File: config.mk
export PLATFORM = sky130hd
export DESIGN_NAME = serial_cfg_loader
export DESIGN_NICKNAME = d
export VERILOG_FILES = /design/src/rtl/cfg_loader_pkg.sv /design/src/rtl/cfg_pin_sync.sv /design/src/rtl/cfg_rise_det.sv /design/src/rtl/cfg_shift_reg.sv /design/src/rtl/cfg_latch_bank.sv /design/src/rtl/serial_cfg_loader.sv
export SDC_FILE = /design/constraint.sdc
export NUM_CORES = 1
export LEC_CHECK = 0
export BUFFER_PORTS_ARGS = -buffer_cell sky130_fd_sc_hd__buf_2
export CAP_MARGIN = 20
export CORE_MARGIN = 2
export CORE_UTILIZATION = 35
export DETAILED_ROUTE_END_ITERATION = 16
export PLACE_DENSITY = 0.56
export SLEW_MARGIN = 0
export SYNTH_ARGS = -nofsm -noshare
export SYNTH_HDL_FRONTEND = slang
export SYNTH_SLANG_ARGS = --single-unit
File: constraint.sdc
create_clock -name clk -period 2 [get_ports clk]
set_input_delay 0.1 -clock clk [delete_from_list [all_inputs] [get_ports clk]]
set_output_delay 0.1 -clock clk [all_outputs]
set_load 0.01 [all_outputs]
File: src/rtl/cfg_loader_pkg.sv
package cfg_loader_pkg;

  // Destination selected by the trailing bit of a serial word
  typedef enum logic {
    DEST_DIV = 1'b0,
    DEST_REF = 1'b1
  } dest_e;

  // True when a latched count falls below the lowest legal value
  function automatic logic under_floor(input logic [31:0] value,
                                       input logic [31:0] floor_val);
    return value < floor_val;
  endfunction

  // Upper field of a word whose lower field is lo_w bits wide
  function automatic logic [31:0] upper_part(input logic [31:0] word,
                                             input int        lo_w);
    return word >> lo_w;
  endfunction

  // Lower lo_w bits of a word
  function automatic logic [31:0] lower_part(input logic [31:0] word,
                                             input int        lo_w);
    return word & ((32'd1 << lo_w) - 32'd1);
  endfunction

endpackage

File: src/rtl/cfg_pin_sync.sv
module cfg_pin_sync #(
  parameter int   STAGES  = 2,
  parameter logic RST_VAL = 1'b0
) (
  input  logic clk,
  input  logic rst_n,
  input  logic pin_in,
  output logic level
);

  logic [STAGES-1:0] chain;

  always_ff @(posedge clk or negedge rst_n) begin
    if (!rst_n) begin
      chain <= {STAGES{RST_VAL}};
    end else begin
      for (int i = STAGES - 1; i > 0; i--) begin
        chain[i] <= chain[i-1];
      end
      chain[0] <= pin_in;
    end
  end

  assign level = chain[STAGES-1];

endmodule

File: src/rtl/cfg_rise_det.sv
module cfg_rise_det #(
  parameter logic RST_VAL = 1'b0
) (
  input  logic clk,
  input  logic rst_n,
  input  logic level,
  output logic rise
);

  logic level_q;

  always_ff @(posedge clk or negedge rst_n) begin
    if (!rst_n) level_q <= RST_VAL;
    else        level_q <= level;
  end

  assign rise = level & ~level_q;

endmodule

File: src/rtl/cfg_shift_reg.sv
module cfg_shift_reg #(
  parameter int W = 19
) (
  input  logic         clk,
  input  logic         rst_n,
  input  logic         shift_en,
  input  logic         bit_in,
  output logic [W-1:0] word
);

  always_ff @(posedge clk or negedge rst_n) begin
    if (!rst_n)        word <= '0;
    else if (shift_en) word <= {word[W-2:0], bit_in};
  end

endmodule

File: src/rtl/cfg_latch_bank.sv
module cfg_latch_bank
  import cfg_loader_pkg::*;
#(
  parameter int SWAL_W   = 7,
  parameter int PROG_W   = 11,
  parameter int REF_W    = 14,
  parameter int PROG_MIN = 16,
  parameter int REF_MIN  = 8,
  localparam int DIV_W   = SWAL_W + PROG_W,
  localparam int REFWD_W = REF_W + 1
) (
  input  logic               clk,
  input  logic               rst_n,
  input  logic               load_div,
  input  logic               load_ref,
  input  logic [DIV_W-1:0]   div_word,
  input  logic [REFWD_W-1:0] ref_word,
  output logic [SWAL_W-1:0]  div_swallow,
  output logic [PROG_W-1:0]  div_prog,
  output logic [REF_W-1:0]   ref_count,
  output logic               ref_presc_sel,
  output logic               div_load_stb,
  output logic               ref_load_stb,
  output logic               range_err
);

  logic [PROG_W-1:0] prog_in;
  logic [SWAL_W-1:0] swal_in;
  logic [REF_W-1:0]  count_in;
  logic              sel_in;
  logic              bad_div;
  logic              bad_ref;

  always_comb begin
    prog_in  = PROG_W'(upper_part(32'(div_word), SWAL_W));
    swal_in  = SWAL_W'(lower_part(32'(div_word), SWAL_W));
    sel_in   = ref_word[REFWD_W-1];
    count_in = REF_W'(lower_part(32'(ref_word), REF_W));
    bad_div  = load_div && under_floor(32'(prog_in), 32'(PROG_MIN));
    bad_ref  = load_ref && under_floor(32'(count_in), 32'(REF_MIN));
  end

  always_ff @(posedge clk or negedge rst_n) begin
    if (!rst_n) begin
      div_prog    <= '0;
      div_swallow <= '0;
    end else if (load_div) begin
      div_prog    <= prog_in;
      div_swallow <= swal_in;
    end
  end

  always_ff @(posedge clk or negedge rst_n) begin
    if (!rst_n) begin
      ref_count     <= '0;
      ref_presc_sel <= 1'b0;
    end else if (load_ref) begin
      ref_count     <= count_in;
      ref_presc_sel <= sel_in;
    end
  end

  always_ff @(posedge clk or negedge rst_n) begin
    if (!rst_n) begin
      div_load_stb <= 1'b0;
      ref_load_stb <= 1'b0;
      range_err    <= 1'b0;
    end else begin
      div_load_stb <= load_div;
      ref_load_stb <= load_ref;
      range_err    <= range_err | bad_div | bad_ref;
    end
  end

endmodule

File: src/rtl/serial_cfg_loader.sv
module serial_cfg_loader
  import cfg_loader_pkg::*;
#(
  parameter int SYNC_STAGES = 2,
  parameter int SWAL_W      = 7,
  parameter int PROG_W      = 11,
  parameter int REF_W       = 14,
  parameter int PROG_MIN    = 16,
  parameter int REF_MIN     = 8
) (
  input  logic              clk,
  input  logic              rst_n,
  input  logic              ser_clk,
  input  logic              ser_data,
  input  logic              ser_le,
  output logic [SWAL_W-1:0] div_swallow,
  output logic [PROG_W-1:0] div_prog,
  output logic [REF_W-1:0]  ref_count,
  output logic              ref_presc_sel,
  output logic              div_load_stb,
  output logic              ref_load_stb,
  output logic              range_err
);

  localparam int DIV_W   = SWAL_W + PROG_W;
  localparam int REFWD_W = REF_W + 1;
  localparam int SR_W    = DIV_W + 1;
  localparam int N_PINS  = 3;
  // pin order: [0] serial clock, [1] data, [2] load enable (rests high)
  localparam logic [N_PINS-1:0] PIN_RST = 3'b100;

  logic [N_PINS-1:0] pins_raw;
  logic [N_PINS-1:0] pins_sync;
  logic [SR_W-1:0]   sr_word;

  // Named internal events, observed by the bound checker
  logic  shift_evt;
  logic  load_evt;
  logic  data_level;
  dest_e dest;
  logic  load_div;
  logic  load_ref;

  assign pins_raw = {ser_le, ser_data, ser_clk};

  for (genvar p = 0; p < N_PINS; p++) begin : g_sync
    cfg_pin_sync #(
      .STAGES (SYNC_STAGES),
      .RST_VAL(PIN_RST[p])
    ) u_sync (
      .clk   (clk),
      .rst_n (rst_n),
      .pin_in(pins_raw[p]),
      .level (pins_sync[p])
    );
  end

  cfg_rise_det #(.RST_VAL(PIN_RST[0])) u_clk_rise (
    .clk  (clk),
    .rst_n(rst_n),
    .level(pins_sync[0]),
    .rise (shift_evt)
  );

  cfg_rise_det #(.RST_VAL(PIN_RST[2])) u_le_rise (
    .clk  (clk),
    .rst_n(rst_n),
    .level(pins_sync[2]),
    .rise (load_evt)
  );

  assign data_level = pins_sync[1];

  cfg_shift_reg #(.W(SR_W)) u_shift (
    .clk     (clk),
    .rst_n   (rst_n),
    .shift_en(shift_evt),
    .bit_in  (data_level),
    .word    (sr_word)
  );

  always_comb begin
    dest     = dest_e'(sr_word[0]);
    load_div = load_evt && (dest == DEST_DIV);
    load_ref = load_evt && (dest == DEST_REF);
  end

  cfg_latch_bank #(
    .SWAL_W  (SWAL_W),
    .PROG_W  (PROG_W),
    .REF_W   (REF_W),
    .PROG_MIN(PROG_MIN),
    .REF_MIN (REF_MIN)
  ) u_bank (
    .clk          (clk),
    .rst_n        (rst_n),
    .load_div     (load_div),
    .load_ref     (load_ref),
    .div_word     (sr_word[SR_W-1:1]),
    .ref_word     (sr_word[REFWD_W:1]),
    .div_swallow  (div_swallow),
    .div_prog     (div_prog),
    .ref_count    (ref_count),
    .ref_presc_sel(ref_presc_sel),
    .div_load_stb (div_load_stb),
    .ref_load_stb (ref_load_stb),
    .range_err    (range_err)
  );

endmodule

# [After elaboration in Yosys (flattened, before gate mapping)]
# Index checks and enable logic that the tools add are counted.
[word_totals] regBits=63 in_bits=5 out_inout_bits=36
[classes] n_lt_le_gt_ge=2 bitwise_logic=7 reduce_logical=4
[op_table] operator="less-than comparator 14 x 4 -> 1 bit (second input constant)" n=1
[op_table] operator="less-than comparator 11 x 5 -> 1 bit (second input constant)" n=1
[op_table] operator="logical AND 1 bit" n=4
[op_table] operator="NOT 1 bit" n=3
[op_table] operator="AND 1 bit" n=2
[op_table] operator="OR 1 bit" n=2

# [Logic depth before layout (Yosys ltp)]
# Gate-level depths: netlist of run 1.
[logic_depth] word_depth=6 ltp_mapped=5

# [Hierarchy]
# Synthesis of run 1 repeated with hierarchy kept, for this count alone.
[hier_totals] cells_unflattened=133 hier_area_um2=2457.4
[modules_own_cells] module="cfg_latch_bank" n_inst=1 cells_each=81 area_per_inst_um2=1451.4 seq_area_each_um2=900.9
[modules_own_cells] module="cfg_shift_reg" n_inst=1 cells_each=40 area_per_inst_um2=758.2 seq_area_each_um2=475.5
[modules_own_cells] module="cfg_pin_sync (g_sync[0].u_sync ...)" n_inst=2 cells_each=2 area_per_inst_um2=50.0 seq_area_each_um2=50.0
[modules_own_cells] module="cfg_pin_sync (g_sync[2].u_sync)" n_inst=1 cells_each=2 area_per_inst_um2=52.6 seq_area_each_um2=52.6
[modules_own_cells] module="cfg_rise_det (u_le_rise)" n_inst=1 cells_each=2 area_per_inst_um2=40.0 seq_area_each_um2=26.3
[modules_own_cells] module="cfg_rise_det (u_clk_rise)" n_inst=1 cells_each=2 area_per_inst_um2=38.8 seq_area_each_um2=25.0
[modules_own_cells] module="serial_cfg_loader" n_inst=1 cells_each=2 area_per_inst_um2=16.3 seq_area_each_um2=0.0

# [Worst setup path before layout of run 1]
# No wires, ideal clock.
[synth_path] kind="reg2reg" from="register g_sync[2].u_sync.chain[1]" to="register u_bank.div_prog[0]" setup_ns=0.125 arrival_ns=1.207 t_required_ns=1.875 slack_ns=0.669 path_stages_with_launch=4 synth_period_minus_slack_ns=1.331 cell_sequence="dfstp_2 > nor3b_2 > buf_4 > mux2_2"
[synth_via] elab_chain_cells=2
[synth_lines] item="from (decl)" line_no="cfg_pin_sync.sv:11" source="logic [STAGES-1:0] chain;"
[synth_lines] item="from (signal assigned)" line_no="cfg_pin_sync.sv:15" source="chain <= {STAGES{RST_VAL}};"
[synth_lines] item="from (signal, indexed assignment)" line_no="cfg_pin_sync.sv:18" source="chain[i] <= chain[i-1];"
[synth_lines] item="AND 1 bit" line_no="cfg_rise_det.sv:17" source="assign rise = level & ~level_q;"
[synth_lines] item="logical AND 1 bit" line_no="serial_cfg_loader.sv:84" source="load_div = load_evt && (dest == DEST_DIV);"
[synth_lines] item="to (signal assigned)" line_no="cfg_latch_bank.sv:48" source="div_prog <= prog_in;"
[synth_lines] item="to (decl)" line_no="cfg_latch_bank.sv:19" source="output logic [PROG_W-1:0] div_prog,"
# No other way between the ends.
# A chain may end at the register's enable or synchronous reset.

# [Final worst setup path of run 1]
[layout_path] from="register g_sync[2].u_sync.chain[1]" to="register u_bank.div_prog[2]"
# The elaborated chain is that of the path after synthesis.

==> flow_metrics.tcl, run 1 <==
set metrics [dict create \
    routabilityCongestion 0.7385 \
    cts_inserted_buffers 9 \
    first_pass_iters 4 \
    tns_ps 0 \
    grt_max_degree 37 \
    cts.clk_slew.worst_paths_ps 70 \
    p_leak_nw 1.460 \
    synth-seq-area-share 0.6883 \
    end_kind "register" \
    timing.final.hold_violations 0 \
    n_antenna_cell 0 \
    fin_nets 222 \
    syn_inst 163 \
    drv_cap 0 \
    wirelength_um 4173 \
    syn_nets 168 \
    antenna_found_initial 0 \
    grt_first_pass_wirelength_um 7127 \
    avgSynthCellArea_um2 14.09 \
    multi_input_area_um2 658.1 \
    wl_per_cell_um 13.96 \
    max_freq_mhz 694.7 \
    regArea_um2 1580 \
    run_status "completed" \
    clk_path_buf_depth 2 \
    worstMarginPinSlew_ps 673.4 \
    yosys.area.top_type "dfrtp_1" \
    cp.required_ps 2220 \
    viasPerCell 4.569 \
    fillCellCount 598 \
    powerDensity_nw_per_um2 1404 \
    rsz0062_at_grt "no" \
    crit_type "register to register" \
    die_h_um 84.99 \
    cts_root_buf "clkbuf_8" \
    post_cts_buffers 0 \
    postRouteAntennaNets 0 \
    cts_sinks 63 \
    dr_total_vias 1366 \
    maxSlewHeadroom 0.5510 \
    synth_area_leaders "dfrtp_1 65%, mux2_2 18%, nand2_1 7.4%" \
    cp.arrival_ps 1660 \
    use_met3 0.03210 \
    clk_latency_ps 330 \
    r2r_cells 3 \
    post-place-ws_ps 543.3 \
    coreArea_um2 6350 \
    grt_util_met1 0.1729 \
    setup_viol 0 \
    grt_pass1_vias 1374 \
    yosysTopAreaCellShare 0.6540 \
    setup_ws_ps 560.5 \
    mappedNetlistArea_um2 2296 \
    cts_tree "yes" \
    gr-usage-met2 0.1854 \
    period_minus_slack_ps 1440 \
    slew_violations 0 \
    die_x_um 84.99 \
    ys_warn_count 0 \
    ir_worst_vdd_uv 499.4 \
    drtIter0Drc 110 \
    gr-usage-all-layers 0.1286 \
    hpwl_um 2687 \
    synth_cell_type_count 17 \
    row_count 29 \
    cts_resized 0 \
    port_buffers 40 \
    finalCritPeriodShare 0.7198 \
    hold_path_class "input port to asynchronous set/reset pin" \
    area_delta_synth_final_pct 23.60 \
    fp.dieArea_um2 7223 \
    worst_clock_skew_ps 7.703 \
    critPathLaunchType "register" \
    gr-total-overflow 0 \
    drive_gt1_frac 0.4595 \
    ios 41 \
    grt_busiest_layer "met2" \
    start_util 0.3616 \
    path_max_fanout 13 \
    h-tree-depth 3 \
    drc 0 \
    ys_seq_elements 63 \
]
==> report_power, final <==
group          total, mW  leakage [nW]  internal, mW  switching, mW
Sequential          1.99         0.796          1.68          0.310
Combinational      0.864         0.555         0.462          0.402
Clock               1.14         0.109         0.674          0.461
Total               3.99          1.46          2.81           1.17
==> path summary, 6_finish.rpt <==
kind	startpoint	to	slack, ps
setup reg to reg	g_sync[2].u_sync.chain[1]	u_bank.div_prog[2]	560
max in group asynchronous	rst_n	u_shift.word[2]	1030
hold / removal	rst_n	u_bank.ref_count[3]	350
hold reg to reg	g_sync[0].u_sync.chain[0]	g_sync[0].u_sync.chain[1]	350
setup / recovery	g_sync[2].u_sync.chain[1]	u_bank.div_prog[2]	560
min in group clk	g_sync[0].u_sync.chain[0]	g_sync[0].u_sync.chain[1]	350
==> cell usage in the layout, fill, tap and decap left out, drive strengths merged, types with 2 or more instances in the layout <==
| master | netlist | layout |
|---|---|---|
| a21oi | 2 | 2 |
| clkbuf | 0 | 13 |
| nor4 | 3 | 3 |
| dfstp | 3 | 3 |
| dfrtp | 60 | 60 |
| nand2 | 45 | 45 |
| clkinv | 0 | 2 |
| buf | 6 | 45 |
| mux2 | 37 | 37 |
| dlygate4sd3 | 0 | 4 |
==> routing by layer <==
layer  wire, µm  vias to the layer above  share of wire
met3        139                        6          0.033
met4         82                        0          0.020
met5          0                        -              0
li1           -                      659              -
met1       1983                      680           0.48
met2       1967                       21           0.47
==> cells in the mapped netlist <==
master	count
buf_4	2
nor3_1	1
a21oi_1	2
dfstp_2	3
inv_2	1
nand3_1	1
mux2_1	1
mux2_2	36
dfrtp_1	60
nand2_1	45
nor2b_1	1
buf_6	3
nor2_1	1
nor3b_2	1
buf_2	1
nand3b_2	1
nor4_1	3
==> timing repair <==
item / in CTS / in global routing
hold buffers: 4 / 0
hold endpoints to repair: 27 / 0
setup endpoints to repair: 0 / 0
==> kinds of logic (layout without fill, tap and decap cells) <==
group,after synthesis,in the layout,share of synthesized area
compound gates,2,2,0.004360
mux,37,37,0.1815
buf+inv,7,66,0.02506
simple gates,54,54,0.1008
flops,63,63,0.6883
==> registers in the layout, summed over array words and instances (netlist names) <==
signal	count
u_bank.ref_load_stb	1
u_bank.div_load_stb	1
u_le_rise.level_q	1
g_sync.u_sync.chain	6
u_bank.div_swallow	7
u_bank.ref_presc_sel	1
u_shift.word	19
u_bank.ref_count	14
u_bank.div_prog	11
u_bank.range_err	1
u_clk_rise.level_q	1
==> layout make-up <==
type,count,area share
inverter,1,0.001323
tap,77,0.03395
sequential,63,0.5569
timing repair buffer,49,0.1023
clock inverter,3,0.01411
multi-input combinational,93,0.2319
clock buffer,13,0.05952
==> metrics by stage <==
| step | util | instance area (µm²) | cells | hold slack, ps | power, mW |
|---|---|---|---|---|---|
| 5_1_grt | 0.4469 | 2838 | 299 | 359.4 | 4.244 |
| 6_report | 0.4469 | 2838 | 299 | 347.2 | 3.985 |
| 4_1_cts | 0.4469 | 2838 | 299 | 352.7 | 4.045 |
| 3_3_place_gp | 0.4077 | 2589 | 279 | 167.6 | 2.866 |
| 3_5_place_dp | 0.4077 | 2589 | 279 | 184.3 | 2.889 |
| 2_1_floorplan | - | 2296 | 163 | -195.6 | 2.461 |
==> critical path, cell delays in order, from the launching register on <==
cell and delay [ps]:
dfstp_2 540, nor3b_2 190, buf_4 240, mux2_2 360
No activity file was read; power rests on OpenSTA's default activity.
==> inputs of run 2 (changes only) <==
- clock period: 2 -> 1.4 ns (I/O delays scaled with it)
==> run 2 against run 1 <==
- the run now ends with setup timing left
- worst hold slack got worse by 84 ps
- critical path depth rose by 1
- first-iteration DRC count is 25% lower
- final area up 6.4%
- sequential power up 44%
- clock skew decreased by 2.5 ps
- via count increased by 3.2%
- sequential share of layout area fell by 3.3 points
- clock-buffer cell count increased by 2
- combinational power increased by 66%
- core utilization increased by 2.9 points
- setup slack got worse by 590 ps
- highest routed layer unchanged
==> flow_metrics.tcl, run 2 (synthesis gave the netlist of run 1 again) <==
set metrics [dict create \
    area_delta_synth_final_pct 31.50 \
    grt_max_degree 64 \
    timing.final.hold_violations 0 \
    coreArea_um2 6350 \
    cts.clk_slew.worst_paths_ps 60 \
    h-tree-depth 3 \
    crit_slowest_cell "dfstp_2" \
    hpwl_um 2563 \
    clk_latency_ps 340 \
    clk_path_buf_depth 2 \
    row_count 29 \
    wirelength_um 4474 \
    dr_total_vias 1410 \
    wl_per_cell_um 14.67 \
    routabilityCongestion 0.7141 \
    drc 0 \
    worstMarginPinSlew_ps 522.4 \
    p_leak_nw 1.545 \
    start_util 0.3616 \
    max_stage_delay_ps 530 \
    grt_pass1_vias 1347 \
    cts_inserted_buffers 9 \
    top_regs "u_shift.word x19, u_bank.ref_count x14, u_bank.div_prog x11" \
    crit_family "flip-flops" \
    drv_cap 0 \
    utilization 0.4755 \
    wl_met3_um 209 \
    viasPerCell 4.623 \
    grt_first_pass_wirelength_um 6955 \
    die_h_um 84.99 \
    worst_clock_skew_ps 5.200 \
    die_x_um 84.99 \
    maxSlewHeadroom 0.6485 \
    antenna_found_initial 0 \
    layout_commonest_cell "dfrtp_1" \
    top_layer "met4" \
    failed_checks "setup timing" \
    fp.dieArea_um2 7223 \
    run_status "complete, but fails checks" \
    ios 41 \
    ir_worst_vdd_uv 702.1 \
    cts_sinks 63 \
    cts_tree "yes" \
    port_buffers 40 \
    period_minus_slack_ps 1429 \
    max_flop_register "u_shift.word" \
    end_kind "register" \
    rsz0062_at_grt "yes" \
    wl_met1_um 2124 \
    postRouteAntennaNets 0 \
    slew_violations 0 \
    drtIter0Drc 83 \
    total_power_mw 5.724 \
    n_antenna_cell 0 \
    first_pass_iters 5 \
    fin_nets 229 \
    gr-total-overflow 0 \
    setup_viol 15 \
    crit_type "register to register" \
    hold_path_class "input port to asynchronous set/reset pin" \
    finalCritPeriodShare 1.021 \
    dr_wl_met2_um 2010 \
    drive_gt1_frac 0.4737 \
    cts_root_buf "clkbuf_8" \
    cp.required_ps 1620 \
    setup_ws_ps -29.17 \
    layout_common_cells "60 x dfrtp_1, 45 x nand2_1, 40 x buf_2" \
    cp.arrival_ps 1650 \
    crit_chain "nor3b_4, buf_6, clkbuf_16, mux2_4" \
    gr-usage-all-layers 0.1294 \
    path_max_fanout 5 \
    path_buf_inv 2 \
    max_freq_mhz 699.7 \
    critPathLaunchType "register" \
    powerDensity_nw_per_um2 1896 \
    largest_reg_flops 19 \
]
[run 2: cell types whose count changed in the layout (fill, tap and decap cells not counted), moves of 2 or more]
| cell | before | now |
|---|---|---|
| buf_12 | 1 | 4 |
| mux2_4 | 0 | 18 |
| clkbuf_16 | 0 | 2 |
| clkinv_2 | 2 | 0 |
| clkbuf_1 | 1 | 3 |
| mux2_2 | 36 | 19 |
| buf_6 | 0 | 3 |
[run 2: path summary, 6_finish.rpt]
check	slack, ps	startpoint	cells after the start	to
setup / recovery	-30	g_sync[2].u_sync.chain[1]	4	u_bank.div_prog[8]
max in group asynchronous	810	rst_n	3	u_le_rise.level_q
setup reg to reg	-30	g_sync[2].u_sync.chain[1]	4	u_bank.div_prog[8]
hold / removal	260	rst_n	3	u_bank.div_swallow[0]
hold reg to reg	350	g_sync[1].u_sync.chain[0]	0	g_sync[1].u_sync.chain[1]
min in group clk	350	g_sync[1].u_sync.chain[0]	0	g_sync[1].u_sync.chain[1]
[run 2: area by class of cell]
class,instances,area (µm²)
inverter,1,3.754
multi-input combinational,93,735.7
sequential,63,1580
fill,577,3331
clock buffer,15,176.4
tap,77,96.34
timing repair buffer,56,426.7
[run 2: routing by layer]
layer / GRT usage / vias to the layer above
met3: 0.05253 / 13
met2: 0.1804 / 28
li1: - / 668
met1: 0.1687 / 701
met5: 0 / -
met4: 0.07792 / 0
[run 2: power breakdown]
group / switching [mW] / internal, mW / total (mW)
Combinational: 0.606 / 0.823 / 1.43
Clock: 0.640 / 0.781 / 1.42
Sequential: 0.477 / 2.40 / 2.87
Total: 1.72 / 4.00 / 5.72
[run 2: repair_timing]
item                                   4_1_cts  5_1_grt
endpoints found under the hold margin       63        0
resized for setup                            2       20
hold buffers                                 4        0
cloned                                       0        3
pin swaps                                    0        1
setup endpoints to repair                   18       18
setup buffers                                0        2
[run 2: worst min-delay path, delay by kind of cell]
kind | cells | cell delay (ps)
buffers and inverters | 3 | 930
[run 2: metrics by stage]
stage / hold slack [ps] / cells / TNS (ps) / instance area (µm²) / worst slack, ps
5_1_grt: 301.9 / 305 / -1243 / 3019 / -84.59
4_1_cts: 281.9 / 300 / -114.5 / 2868 / -15.56
3_3_place_gp: 107.2 / 281 / 0 / 2641 / 10.26
3_5_place_dp: 109.9 / 281 / -31.81 / 2641 / -9.614
2_1_floorplan: -225.6 / 163 / 0 / 2296 / 68.71
6_report: 263.2 / 305 / -318.7 / 3019 / -29.17
